`src/rtl/codec_link_pkg.sv`:
```
package codec_link_pkg;
  // One-cycle strobes from the timing engine to the datapath
  typedef struct packed {
    logic bitRise;    // bitClk goes high at this edge
    logic bitFall;    // bitClk goes low at this edge
    logic slotStart;  // rising edge that opens a new slot
    logic slotEnd;    // falling edge that samples the last bit of a slot
  } linkStrobes_t;
endpackage

```
`src/rtl/codec_link_fifo.sv`:
```
module codec_link_fifo #(
  parameter int DEPTH = 16,
  parameter int W     = 8
) (
  input  logic         clk,
  input  logic         rstN,
  input  logic         clr,
  input  logic         push,
  input  logic [W-1:0] din,
  input  logic         pop,
  output logic [W-1:0] dout,
  output logic         empty,
  output logic         full
);
  localparam int PTR_W = (DEPTH > 1) ? $clog2(DEPTH) : 1;
  localparam int CNT_W = $clog2(DEPTH + 1);

  logic [W-1:0]     mem [DEPTH];
  logic [PTR_W-1:0] wrPtr, rdPtr;
  logic [CNT_W-1:0] count;
  logic             doWr, doRd;

  assign empty = (count == '0);
  assign full  = (count == CNT_W'(DEPTH));
  assign doWr  = push && !full;
  assign doRd  = pop && !empty;
  assign dout  = mem[rdPtr];

  always_ff @(posedge clk or negedge rstN) begin
    if (!rstN) begin
      wrPtr <= '0;
      rdPtr <= '0;
      count <= '0;
    end else if (clr) begin
      wrPtr <= '0;
      rdPtr <= '0;
      count <= '0;
    end else begin
      if (doWr) wrPtr <= (wrPtr == PTR_W'(DEPTH - 1)) ? '0 : wrPtr + PTR_W'(1);
      if (doRd) rdPtr <= (rdPtr == PTR_W'(DEPTH - 1)) ? '0 : rdPtr + PTR_W'(1);
      if (doWr && !doRd) count <= count + CNT_W'(1);
      else if (doRd && !doWr) count <= count - CNT_W'(1);
    end
  end

  always_ff @(posedge clk) begin
    if (doWr) mem[wrPtr] <= din;
  end


  no_overflow_chk: assert property (@(posedge clk) disable iff (!rstN)
    (push && full && !pop && !clr) |=> (full && count == $past(count)));


  flush_empty_chk: assert property (@(posedge clk) disable iff (!rstN)
    clr |=> empty);
endmodule

```
`src/rtl/codec_link_ctrl.sv`:
```
module codec_link_ctrl
  import codec_link_pkg::*;
#(
  parameter int HALF_DIV      = 2,
  parameter int SLOT_BITS     = 8,
  parameter int SLOTS_PER_IRQ = 8
) (
  input  logic         clk,
  input  logic         rstN,
  input  logic         active,
  input  logic         irqAck,
  output linkStrobes_t strb,
  output logic         bitClk,
  output logic         frameSync,
  output logic         irq
);
  localparam int DIV_W = (HALF_DIV > 1) ? $clog2(HALF_DIV) : 1;
  localparam int POS_W = (SLOT_BITS > 1) ? $clog2(SLOT_BITS) : 1;
  localparam int CNT_W = (SLOTS_PER_IRQ > 1) ? $clog2(SLOTS_PER_IRQ) : 1;

  logic [DIV_W-1:0] divCnt;
  logic [POS_W-1:0] bitPos;
  logic [CNT_W-1:0] slotCnt;
  logic             started, divWrap, lastBit, irqDue;

  assign divWrap = (divCnt == DIV_W'(HALF_DIV - 1));
  assign lastBit = (bitPos == POS_W'(SLOT_BITS - 1));
  assign irqDue  = (slotCnt == CNT_W'(SLOTS_PER_IRQ - 1));

  always_comb begin
    strb.bitRise   = active && divWrap && !bitClk;
    strb.bitFall   = active && divWrap && bitClk;
    strb.slotStart = strb.bitRise && (!started || lastBit);
    strb.slotEnd   = strb.bitFall && started && lastBit;
  end

  always_ff @(posedge clk or negedge rstN) begin
    if (!rstN) begin
      divCnt <= '0; bitClk <= 1'b0; started <= 1'b0; bitPos <= '0;
      frameSync <= 1'b0; slotCnt <= '0; irq <= 1'b0;
    end else if (!active) begin
      divCnt <= '0; bitClk <= 1'b0; started <= 1'b0; bitPos <= '0;
      frameSync <= 1'b0; slotCnt <= '0; irq <= 1'b0;
    end else begin
      divCnt <= divWrap ? '0 : divCnt + DIV_W'(1);
      if (divWrap) bitClk <= !bitClk;
      if (strb.bitRise) begin
        started   <= 1'b1;
        bitPos    <= strb.slotStart ? '0 : bitPos + POS_W'(1);
        frameSync <= strb.slotStart;
      end
      if (strb.slotEnd) slotCnt <= irqDue ? '0 : slotCnt + CNT_W'(1);
      if (strb.slotEnd && irqDue) irq <= 1'b1;
      else if (irqAck)            irq <= 1'b0;
    end
  end


  bitclk_idle_chk: assert property (@(posedge clk) disable iff (!rstN)
    !active |=> (!bitClk && !frameSync));


  fsync_edge_chk: assert property (@(posedge clk) disable iff (!rstN)
    $rose(frameSync) |-> $rose(bitClk));


  irq_hold_chk: assert property (@(posedge clk) disable iff (!rstN)
    (active && irq && !irqAck) |=> irq);
endmodule

```
`src/rtl/codec_link_dp.sv`:
```
module codec_link_dp
  import codec_link_pkg::*;
#(
  parameter int W     = 8,
  parameter int DEPTH = 16
) (
  input  logic         clk,
  input  logic         rstN,
  input  linkStrobes_t strb,
  input  logic         rxEn,
  input  logic         txEn,
  input  logic         wrEn,
  input  logic [W-1:0] wrData,
  input  logic         rdEn,
  input  logic         sdi,
  output logic [W-1:0] rdData,
  output logic         rxEmpty,
  output logic         txFull,
  output logic         txUnderflow,
  output logic         rxOverflow,
  output logic         sdo
);
  logic [W-1:0] txHead, txShift, rxShift, rxByte;
  logic         txEmptyRaw, txFullRaw, rxEmptyRaw, rxFullRaw, bothOff;
  logic         txPop, rxPush;

  assign bothOff = !rxEn && !txEn;
  assign txPop   = txEn && strb.slotStart;
  assign rxByte  = {rxShift[W-2:0], sdi};
  assign rxPush  = rxEn && strb.slotEnd;

  codec_link_fifo #(.DEPTH(DEPTH), .W(W)) u_txFifo (
    .clk(clk), .rstN(rstN), .clr(!txEn), .push(wrEn && txEn), .din(wrData),
    .pop(txPop), .dout(txHead), .empty(txEmptyRaw), .full(txFullRaw));

  codec_link_fifo #(.DEPTH(DEPTH), .W(W)) u_rxFifo (
    .clk(clk), .rstN(rstN), .clr(!rxEn), .push(rxPush), .din(rxByte),
    .pop(rdEn), .dout(rdData), .empty(rxEmptyRaw), .full(rxFullRaw));

  assign rxEmpty = bothOff || rxEmptyRaw;
  assign txFull  = !bothOff && txFullRaw;
  assign sdo     = txShift[W-1];

  always_ff @(posedge clk or negedge rstN) begin
    if (!rstN) begin
      txShift <= '0; txUnderflow <= 1'b0;
    end else if (!txEn) begin
      txShift <= '0; txUnderflow <= 1'b0;
    end else if (strb.slotStart) begin
      txShift <= txEmptyRaw ? '0 : txHead;
      if (txEmptyRaw) txUnderflow <= 1'b1;
    end else if (strb.bitRise) begin
      txShift <= {txShift[W-2:0], 1'b0};
    end
  end

  always_ff @(posedge clk or negedge rstN) begin
    if (!rstN) begin
      rxShift <= '0; rxOverflow <= 1'b0;
    end else if (!rxEn) begin
      rxShift <= '0; rxOverflow <= 1'b0;
    end else begin
      if (strb.bitFall) rxShift <= rxByte;
      if (rxPush && rxFullRaw) rxOverflow <= 1'b1;
    end
  end


  underflow_zero_chk: assert property (@(posedge clk) disable iff (!rstN)
    (txPop && txEmptyRaw) |=> (!sdo && txUnderflow));


  overflow_drop_chk: assert property (@(posedge clk) disable iff (!rstN)
    (rxPush && rxFullRaw && !rdEn) |=> (rxOverflow && !rxEmptyRaw));
endmodule

```
`src/rtl/codec_link.sv`:
```
module codec_link #(
  parameter int HALF_DIV      = 2,
  parameter int DATA_W        = 8,
  parameter int FIFO_DEPTH    = 16,
  parameter int SLOTS_PER_IRQ = 8
) (
  input  logic              clk,
  input  logic              rstN,
  input  logic              rxEn,
  input  logic              txEn,
  input  logic              wrEn,
  input  logic [DATA_W-1:0] wrData,
  input  logic              rdEn,
  output logic [DATA_W-1:0] rdData,
  output logic              rxEmpty,
  output logic              txFull,
  output logic              txUnderflow,
  output logic              rxOverflow,
  output logic              irq,
  input  logic              irqAck,
  output logic              bitClk,
  output logic              frameSync,
  output logic              sdo,
  output logic              sdoEn,
  input  logic              sdi
);
  codec_link_pkg::linkStrobes_t strb;

  codec_link_ctrl #(.HALF_DIV(HALF_DIV), .SLOT_BITS(DATA_W),
                    .SLOTS_PER_IRQ(SLOTS_PER_IRQ)) u_ctrl (
    .clk(clk), .rstN(rstN), .active(rxEn || txEn), .irqAck(irqAck),
    .strb(strb), .bitClk(bitClk), .frameSync(frameSync), .irq(irq));

  codec_link_dp #(.W(DATA_W), .DEPTH(FIFO_DEPTH)) u_dp (
    .clk(clk), .rstN(rstN), .strb(strb), .rxEn(rxEn), .txEn(txEn),
    .wrEn(wrEn), .wrData(wrData), .rdEn(rdEn), .sdi(sdi), .rdData(rdData),
    .rxEmpty(rxEmpty), .txFull(txFull), .txUnderflow(txUnderflow),
    .rxOverflow(rxOverflow), .sdo(sdo));

  assign sdoEn = txEn;


  sdo_quiet_chk: assert property (@(posedge clk) disable iff (!rstN)
    !txEn |=> !sdo);
endmodule

```
`config.mk`:
```
export PLATFORM = sky130hd
export DESIGN_NAME = codec_link
export DESIGN_NICKNAME = d
export VERILOG_FILES = /design/src/rtl/codec_link_pkg.sv /design/src/rtl/codec_link_fifo.sv /design/src/rtl/codec_link_ctrl.sv /design/src/rtl/codec_link_dp.sv /design/src/rtl/codec_link.sv
export SDC_FILE = /design/constraint.sdc
export NUM_CORES = 1
export LEC_CHECK = 0
export ABC_AREA = 1
export BUFFER_PORTS_ARGS = -buffer_cell sky130_fd_sc_hd__buf_2
export CAP_MARGIN = 5
export CORE_ASPECT_RATIO = 1.5
export CORE_MARGIN = 5
export CORE_UTILIZATION = 45
export DETAILED_ROUTE_END_ITERATION = 10
export PLACE_DENSITY = 0.72
export SYNTH_ARGS = -nofsm -noshare
export SYNTH_HDL_FRONTEND = slang
export SYNTH_HIERARCHICAL = 1
export SYNTH_SLANG_ARGS = --single-unit
export TNS_END_PERCENT = 20
```
`constraint.sdc`:
```
create_clock -name clk -period 4.2 [get_ports clk]
set_input_delay 0.21 -clock clk [delete_from_list [all_inputs] [get_ports clk]]
set_output_delay 0.21 -clock clk [all_outputs]
set_load 0.05 [all_outputs]
```
=== After elaboration in Yosys (flattened, before gate mapping) ===
Memories as Yosys holds them, arrays and structs flattened.
Cells that the tools add are included.

* Memories kept: 2
* Memory bits (writable): 256
* Flip-flop bits (word level): 54

{| class="wikitable"
|+ Memory list
! name !! depth !! bits a word !! read ports !! clocked after Yosys merged registers in !! write ports !! RTL line !! text
|-
| u_dp.u_rxFifo.mem || 16 || 8 || 1 || 0 || 1 || codec_link_fifo.sv:18 || <nowiki>logic [W-1:0] mem [DEPTH];</nowiki>
|-
| u_dp.u_txFifo.mem || 16 || 8 || 1 || 0 || 1 || codec_link_fifo.sv:18 ||
|}

* Reductions and logical operators: 40
* Equal/unequal tests: 23
* Mux-type cells: 50
* Add/sub/neg operators: 11

{| class="wikitable"
|+ Operator list
! kind !! count
|-
| $mux W4 || 12
|-
| $mux W8 || 4
|-
| $mux W5 || 6
|-
| $logic_and A1 B1 Y1 || 21
|-
| $mux W1 || 20
|-
| $mux W3 || 6
|-
| $add A4 B1 Y4 const B || 4
|-
| $eq A4 B4 Y1 const B || 4
|-
| $ne A2 B1 Y1 const B || 8
|-
| $mux W7 || 2
|-
| $logic_not A1 Y1 || 13
|-
| $add A5 B1 Y5 const B || 2
|-
| $eq A5 B5 Y1 const B || 2
|-
| $logic_not A5 Y1 || 2
|-
| $sub A5 B1 Y5 const B || 2
|-
| $ne A3 B1 Y1 const B || 3
|-
| $add A3 B1 Y3 const B || 2
|-
| $eq A3 B3 Y1 const B || 2
|-
| $ne A2 B2 Y1 const B || 3
|-
| $logic_or A1 B1 Y1 || 3
|-
| $ne A3 B3 Y1 const B || 1
|-
| $reduce_and A2 Y1 || 1
|-
| $add A1 B1 Y1 const B || 1
|}

=== Longest topological paths before layout ===
Gate-level depths: netlist (run 1).

* Depth after elaboration: 12
* Depth in mapped cells: 18
* Depth with buffers taken out: 18

=== By module ===
The synthesis (run 1) kept the hierarchy.

{| class="wikitable"
|+ Modules (own cells, without submodules)
! module !! area each (um^2) !! cells each !! instances
|-
| codec_link_fifo at u_dp.u_txFifo || 6577.6 || 686 || 1
|-
| codec_link_fifo at u_dp.u_rxFifo || 6381.1 || 640 || 1
|-
| codec_link_dp || 858.3 || 116 || 1
|-
| codec_link_ctrl || 556.8 || 60 || 1
|-
| codec_link || 18.8 || 4 || 1
|}

=== Worst setup path after synthesis (run 1) ===
OpenSTA, ideal clock, no wires.

* Path type: register to register
* Start: reg u_ctrl.bitClk
* End: reg u_dp.u_rxFifo.count[4]
* Cell stages (with the launch flop): 16
* Path slack: 1.622 ns
* Arrival: 2.460 ns
* Library setup time: 0.117 ns
* Required time: 4.083 ns
* Clock period less this slack: 2.578 ns
* Cells stage by stage: dfrtp_1 > inv_1 > nor2_4 > nand2_4 > inv_1 > nand2_1 > inv_1 > nand2_1 > inv_2 > ha_1 > inv_1 > fa_1 > nand3_1 > nand3_1 > nand3_1 > nand2_1

{| class="wikitable"
|+ RTL lines
! what !! RTL line !! text
|-
| start: declaration || codec_link_ctrl.sv:13 || <nowiki>output logic bitClk,</nowiki>
|-
| start signal: assignment || codec_link_ctrl.sv:46 || <nowiki>if (divWrap) bitClk <= !bitClk;</nowiki>
|-
| end signal: assignment || codec_link_fifo.sv:41 || <nowiki>if (doWr && !doRd) count <= count + CNT_W'(1);</nowiki>
|-
| end signal: assignment || codec_link_fifo.sv:42 || <nowiki>else if (doRd && !doWr) count <= count - CNT_W'(1);</nowiki>
|-
| end: declaration || codec_link_fifo.sv:20 || <nowiki>logic [CNT_W-1:0] count;</nowiki>
|}

=== Worst setup path after layout (run 1) ===
* Start: reg u_dp.u_rxFifo.rdPtr[0]
* End: out rdData[2]

* Longest elaborated chain between the ends: 1

{| class="wikitable"
|+ Ends and longest elaborated chain
! what !! RTL line !! text
|-
| start: declaration || codec_link_fifo.sv:19 || <nowiki>logic [PTR_W-1:0] wrPtr, rdPtr;</nowiki>
|-
| start signal: assignment || codec_link_fifo.sv:40 || <nowiki>if (doRd) rdPtr <= (rdPtr == PTR_W'(DEPTH - 1)) ? '0 : rdPtr + PTR_W'(1);</nowiki>
|-
| $mem_v2 Z16 W8 || - ||
|-
| end: declaration || codec_link.sv:14 || <nowiki>output logic [DATA_W-1:0] rdData,</nowiki>
|}

No other way between the ends.

==> summary.md, run 1 <==
| Metric | Value |
|---|---|
| Number of top-level pins | 33 |
| Least-Margin Pin Slew | between 900 and 1000 ps |
| RSZ-0062 raised after global routing | false |
| IR drop worst, VDD | ~0.00036 V |
| Count of fill cells added during filler insertion | approximately 2,800 |
| Type of the most critical hold path | input pin to flip-flop |
| Met1 track demand over resource in global routing | between 10% and 20% |
| # Post-CTS Setup Buffers | 0 |
| Crit path cell chain | inv_2 > nand2_1 > nand2_1 > nand2_1 > nand3_1 > nand2_1 > nand2_1 > buf_2 |
| Critical path data required time | around 4000 ps |
| Number of flip-flops and latches in the synthesized netlist | just over 300 |
| Clock latency on the worst-skew pair | approximately 560 ps |
| Endpoint kind of the worst setup timing path | output pin |
| Most utilized layer in the global route result | met2 |
| Routed WL per cell | 16.1 um |
| Final Instance Count excl. Fillers | just under 2,000 |
| Overall track demand over capacity in global routing | 17.7% |
| Yosys warning count | 6 |
| Largest buffer count on any clock path | 3 |
| Critical-path maximum fanout | slightly below 50 |
| Number of port buffers | 32 |
| ANT cells | 0 |
| Proportion of netlist area held by the largest area contributor | between 50% and 60% |
| Initial drt markers | around 760 |
| Combined area of all synthesized cells | around 0.014 sq mm |
| Critical Setup Path Class | flip-flop to output pin |
| Cell at the root of the clock tree | clkbuf_16 |
| Maximum number of pins on one net before global-route repair | 69 |
| CTS tree | done |
| Average cell area after synthesis | about 9.6 sq um |
| Vias in the first global route | 9,558 |
| Instance count after placement with tap cells included | 1,899 |
| Number of hold buffers added after cts | 3 |
| DRC violation count after routing | 0 |
| Ratio of cells with drive above 1 in the final layout | a little over 7% |
| Result of the run | finished, final reports clean |
| Minimum setup slack after placement | ~1200 ps |
| Global-route congestion overflow total | 0 |
| Placement row count | 80 |
| Number of antenna violations at the first check in global routing | 0 |
| NumNets Final | around 1,600 |
| Initial Utilization | 45.4% |
| Global-route wire length before repair | roughly 50,000 um |
| Post-cts sizing count | 0 |
| Fin crit share | 72.5% |
| Final Hold Slack | between 60 and 70 ps |
| Die Ht | between 200 and 250 um |
| # setup viols final | 0 |
| Number of max-capacitance violations reported | 0 |
| Post-layout total power | 7770 uW |
| Horizontal die dimension | 156 um |
| Minimum clock period after layout | just over 3000 ps |
| Half-perimeter wire length of the detailed placement result | 21,200 um |
| Number of detailed-routing iterations run before antenna repair | 5 |
| Hold violation total from the final report | 0 |
| Post-Syn Instances | 1,506 |
| Critical-path top delay cell | inv_2 |
| Final TNS setup | 0 ps |
| Worst Setup Slack, final | roughly 1200 ps |
| Final antenna-violating net count | 0 |
| Leading area contributor after synthesis | edfxtp_1 |
| Vias/cell | between 4 and 5 |
| Share of the yosys chip area belonging to registers | 62.8% |
| Met3 layer usage reported by global route | between 1.5 and 2% |
| Async set-or-reset flop fraction in the synthesized netlist | 17.4% |
| Routability congestion estimate from global placement | between 0.8 and 0.9 |
| Leakage power figure | between 0.007 and 0.008 uW |
| Main area contributors after synthesis | edfxtp_1, nand2_1, dfrtp_1 |
| Total nets after synthesis | 1,547 |
| Cell mode on critical path | nand2_1 |
| Count of flip-flops with a built-in enable after synthesis | 256 |
| Num CTS Buffers | 29 |
| CTS clk-pin slew, worst paths | about 60 ps |
| Post-route clock skew | between 20 and 25 ps |
| Arrival time of the worst setup path | roughly 2800 ps |
| Max-slew violations | 0 |
| Number of sinks driven by the clock tree | just over 300 |
| Standard cell core area | about 0.032 sq mm |
| Number of H-tree levels | 1 |
| Startpoint types | flip-flop |
| Total detailed-routing wirelength | about 31,000 um |
| Number of vias in the routed layout | 9,652 |
| Maximum clock frequency | between 300 and 400 MHz |
| Pwr dens | 491 mW/mm^2 |
| Top_reg_cell synth | edfxtp_1 |
| Number of library cell types mapped by synthesis | 39 |
| GR met2 Demand/Resource | roughly a third |
| Slowest cell delay on critical path | roughly 700 ps |
| Layout Area Growth over Synthesis | 9.88% |
| Slew headroom | ~39% |
| Die Area | 0.0357 sq mm |
## report_power, final
group	internal [uW]	switching, uW	total, uW
registers	3400	155	3560
logic	396	1020	1410
clock network	1700	1100	2800
total	5500	2270	7770
## area by class of cell
cell class	count	area (sq um)	area share, %
Clock buffer	38	791	5.00
Clock inverter	15	238	1.50
Inverter	243	915	5.78
Multi-Input combinational cell	900	4100	25.9
Sequential cell	310	9040	57.2
Tap cell	410	513	3.24
Timing Repair Buffer	39	220	1.39
## stage by stage
stage          instance area, sq um  util (%)
2_1_floorplan                 14400         -
3_3_place_gp                  14800      46.5
3_5_place_dp                  14800      46.5
4_1_cts                       15800      49.8
5_1_grt                       15800      49.8
6_report                      15800      49.8
## critical path: cells and delay by family (launching register included)
| kind | cells | cell delay [ps] |
|---|---|---|
| buffers and inverters | 2 | 960 |
| DFF | 1 | 640 |
| and+or+nand+nor | 6 | 630 |
## cell usage after synthesis, types with 2 or more instances
library cell  number
ha_1              23
a21oi_1            8
o21ai_1            5
clkbuf_1           4
xor2_1             5
nand4_1            9
inv_1            231
nand3_2            9
or2_1              2
nand2_1          521
buf_4             14
nor2_1           103
nand3_1          182
nor2_4             2
fa_1               2
a22o_1             3
o21ai_2            2
o21ai_0           11
dfrtp_1           54
buf_2             24
xnor2_1            2
buf_6              6
edfxtp_1         256
clkinv_1           2
buf_1              4
inv_2              9
## cell usage in the layout (no fill, tap or decap), types with 2 or more instances in the layout
cell           instances
nand2_1              521
edfxtp_1             256
inv_1                231
nand3_1              182
nor2_1               103
dfrtp_1               52
buf_2                 32
clkbuf_16             30
ha_1                  23
o21ai_0               11
nand4_1                9
inv_2                  9
nand3_2                9
a21oi_1                8
clkbuf_1               7
bufinv_16              6
o21ai_1                5
xor2_1                 5
clkinv_2               4
buf_4                  4
clkinv_1               3
dlygate4sd3_1          3
a22o_1                 3
clkinv_4               2
nor2_4                 2
o21ai_2                2
or2_1                  2
xnor2_1                2
fa_1                   2
dfrtp_2                2
## routing by layer
| layer | vias up | routed length [um] |
|---|---|---|
| met5 | - | 0 |
| met1 | 4538 | 11400 |
| li1 | 4825 | - |
| met4 | 0 | 1150 |
| met3 | 66 | 1240 |
| met2 | 223 | 17700 |
## final timing paths
| path | from | endpoint | slack, ps | cells after the start |
|---|---|---|---|---|
| max | u_dp/u_rxFifo/rdPtr[0] | rdData[2] | 1160 | 8 |
| min in group asynchronous | rstN | u_dp/u_rxFifo/count[4] | 310 | 3 |
| max reg2reg | u_ctrl/bitPos[0] | u_dp/u_rxFifo/mem[6][1] | 1400 | 12 |
| min | wrData[3] | u_dp/u_txFifo/mem[3][3] | 60 | 1 |
| min reg2reg | u_dp/txShift[7] | u_dp/txShift[7] | 480 | 2 |
| max in group asynchronous | rstN | u_dp/u_txFifo/rdPtr[0] | 3390 | 3 |
## sequential cells by signal, summed over array words and instances (netlist names), 3 cells and up
signal               cells
u_dp/u_rxFifo/count      5
u_ctrl/slotCnt           3
u_ctrl/bitPos            3
u_dp/u_rxFifo/rdPtr      4
u_dp/rxShift             7
u_dp/u_rxFifo/mem      128
u_dp/u_txFifo/rdPtr      4
u_dp/u_txFifo/wrPtr      4
u_dp/u_txFifo/count      5
u_dp/txShift             8
u_dp/u_txFifo/mem      128
u_dp/u_rxFifo/wrPtr      4
## logic make-up after synthesis
group	count (synthesis)	share of synthesized area, %
simple gates	836	24.5
flops	310	62.8
buf+inv	296	8.74
compound gates	32	1.30
fa+ha+maj	25	2.28
xor+xnor	7	0.426
Power figures use the tool's default switching activity.
==> run 2, diff against run 1 <==
--- a/config.mk
+++ b/config.mk
@@ -12,7 +12,7 @@
 export CORE_MARGIN = 5
 export CORE_UTILIZATION = 45
 export DETAILED_ROUTE_END_ITERATION = 10
-export PLACE_DENSITY = 0.72
+export PLACE_DENSITY = 0.74
 export SYNTH_ARGS = -nofsm -noshare
 export SYNTH_HDL_FRONTEND = slang
 export SYNTH_HIERARCHICAL = 1
==> constraint.sdc (replaced) <==
create_clock -name clk -period 2.5 [get_ports clk]
set_input_delay 0.125 -clock clk [delete_from_list [all_inputs] [get_ports clk]]
set_output_delay 0.125 -clock clk [all_outputs]
set_load 0.05 [all_outputs]
==> run 2 against run 1 <==
Compared with the run above: critical path depth rose by 1; setup slack got worse by 1100 ps; routed wire length increased by 2.8%; count of clock-buffer cells in the layout shrank 5; first-iteration DRC count down 14%; combinational power is 91% higher; worst hold slack got worse by 31 ps; global-route usage is 0.18 points higher; register-to-register slack got worse by 1300 ps; critical endpoint is now rdData[5].
==> summary.md, run 2 (synthesis gave the netlist of run 1 again) <==
| Metric | Value |
|---|---|
| Result of the run | finished, final reports clean |
| Number of top-level pins | 33 |
| Startpoint of the most critical setup path | u_dp/u_rxFifo/rdPtr[2] |
| Number of H-tree levels | 1 |
| Crit path cell chain | inv_4 > nor2_8 > buf_4 > nand3_1 > nand2_1 > nor2_1 > nand2_1 > nand2_1 > buf_2 |
| Endpoint kind of the worst setup timing path | output pin |
| Cell at the root of the clock tree | clkbuf_16 |
| Number of max-capacitance violations reported | 0 |
| Count of fill cells added during filler insertion | between 2,000 and 3,000 |
| Beginning of the worst hold path | wrData[5] |
| Global-route wire length before repair | around 50,000 um |
| NumNets Final | approximately 1,600 |
| Post-layout total power | ~13,000 uW |
| Fin crit share | a little under 100% |
| Commonest cells after routing, fill and taps aside | nand2_1, edfxtp_1, inv_1 |
| Layout Area Growth over Synthesis | 13.2% |
| Standard cell core area | approximately 0.032 sq mm |
| Total detailed-routing wirelength | ~32,000 um |
| Worst Setup Slack, final | 90.0 ps |
| DRC violation count after routing | 0 |
| Global-route congestion overflow total | 0 |
| CTS tree | done |
| Number of antenna violations at the first check in global routing | 0 |
| Slowest cell delay on critical path | between 400 and 500 ps |
| Hold violation total from the final report | 0 |
| Largest buffer count on any clock path | 3 |
| Number of detailed-routing iterations run before antenna repair | 5 |
| Leading registers by flop count | u_dp/u_rxFifo/mem x128, u_dp/u_txFifo/mem x128, u_dp/txShift x8 |
| Overall track demand over capacity in global routing | between 10% and 20% |
| RSZ-0062 raised after global routing | false |
| Most common library cell in the layout ignoring fill and taps | nand2_1 |
| Final antenna-violating net count | 0 |
| Routability congestion estimate from global placement | about 0.9 |
| Vias/cell | slightly above 5 |
| Maximum number of pins on one net before global-route repair | a little under 70 |
| Number of vias in the routed layout | just over 10,000 |
| Critical Setup Path Class | flip-flop to output pin |
| Half-perimeter wire length of the detailed placement result | roughly 22,000 um |
| Routed WL per cell | roughly 16 um |
| Least-Margin Pin Slew | ~1000 ps |
| # setup viols final | 0 |
| Startpoint of the worst register-to-register path | u_ctrl/bitPos[0] |
| Num CTS Buffers | 28 |
| Post-route clock skew | between 8 and 9 ps |
| Critical path data required time | 2380 ps |
| ANT cells | 0 |
| Ratio of cells with drive above 1 in the final layout | between 10% and 20% |
| Final standard cell utilization of the core | 51.4% |
| Initial Utilization | a little under half |
| Vias in the first global route | 9,988 |
| Die Area | 0.0357 sq mm |
| Cell mode on critical path | nand2_1 |
| Arrival time of the worst setup path | about 2300 ps |
| Leakage power figure | ~0.0074 uW |
| CTS clk-pin slew, worst paths | about 70 ps |
| Maximum clock frequency | ~410 MHz |
| Critical-path top delay cell | dfrtp_1 |
| Minimum setup slack after placement | -27.0 ps |
| Number of sinks driven by the clock tree | 310 |
| Minimum clock period after layout | between 2000 and 2500 ps |
| CP Buf/Inv Count | 3 |
| Number of port buffers | 32 |
| Placement row count | 80 |
| Type of the most critical hold path | input pin to flip-flop |
| Startpoint types | flip-flop |
| Max-slew violations | 0 |
| Critical-path maximum fanout | 17 |
| Clock latency on the worst-skew pair | between 500 and 600 ps |
| Family of cells with the greatest summed delay on the critical path | simple AND/OR/NAND/NOR gates |
| Initial drt markers | about 660 |
| IR drop worst, VDD | 0.000810 V |
| Horizontal die dimension | 156 um |
| Pwr dens | 794 mW/mm^2 |
| Slew headroom | roughly 33% |
| Die Ht | ~230 um |
-- run 2: cell count changes in the layout (fill, tap and decap cells not counted), sizes merged --
cell | previous run | this run
bufinv | 6 | 4
clkbuf | 38 | 33
dlygate4sd3 | 3 | 10
inv | 242 | 240
buf | 36 | 87
clkinvlp | 1 | 3
clkinv | 9 | 14
-- run 2: area by class of cell --
class | instances | area, sq um | area share, %
flip-flops and latches | 310 | 9040 | 55.5
multi-input cells | 900 | 4170 | 25.6
inverters | 243 | 923 | 5.67
clock buffers | 33 | 741 | 4.54
repair buffers | 97 | 714 | 4.38
well taps | 410 | 513 | 3.15
clock inverters | 18 | 194 | 1.19
-- run 2: timing repair --
action                                  CTS  global route
pin swaps                                 0             4
setup buffers                             2             4
gates resized for setup                   2            21
endpoints found under the setup margin    9            16
hold buffers                             10             0
hold endpoints to repair                131             0
-- run 2: routing by layer --
metal	GRT usage, %	part of all wire [%]	wire [um]	up-vias
li1	-	-	-	4943
met1	19.7	36	11700	4803
met2	33.8	55	17700	306
met3	2.42	4.8	1570	89
met4	7.23	4.3	1390	0
met5	0	0	0	-
-- run 2: report_power, final --
part	total, uW	internal, uW	switching (uW)
clock	4340	2520	1810
combinational	2700	817	1880
sequential	5910	5720	184
total	12900	9060	3880
-- run 2: final timing paths --
path	cells after the start	end	slack, ps
hold reg to reg	2	u_dp/txShift[5]	490
setup reg to reg	14	u_dp/u_txFifo/count[4]	120
setup / recovery	9	rdData[5]	90
min in group asynchronous	2	u_dp/u_txFifo/count[2]	290
max in group asynchronous	3	u_dp/txShift[7]	1490
hold / removal	1	u_dp/u_txFifo/mem[3][5]	30
-- run 2: through the flow --
stage	hold WS (ps)	std cells	cell area (sq um)	setup TNS [ps]
final	31.0	2011	16300	0
after detailed placement	351	1944	15100	-27.0
after CTS	0.990	2007	16200	0
after floorplan	-171	1506	14400	0
after global placement	349	1944	15100	0
after global routing	16.2	2011	16300	0
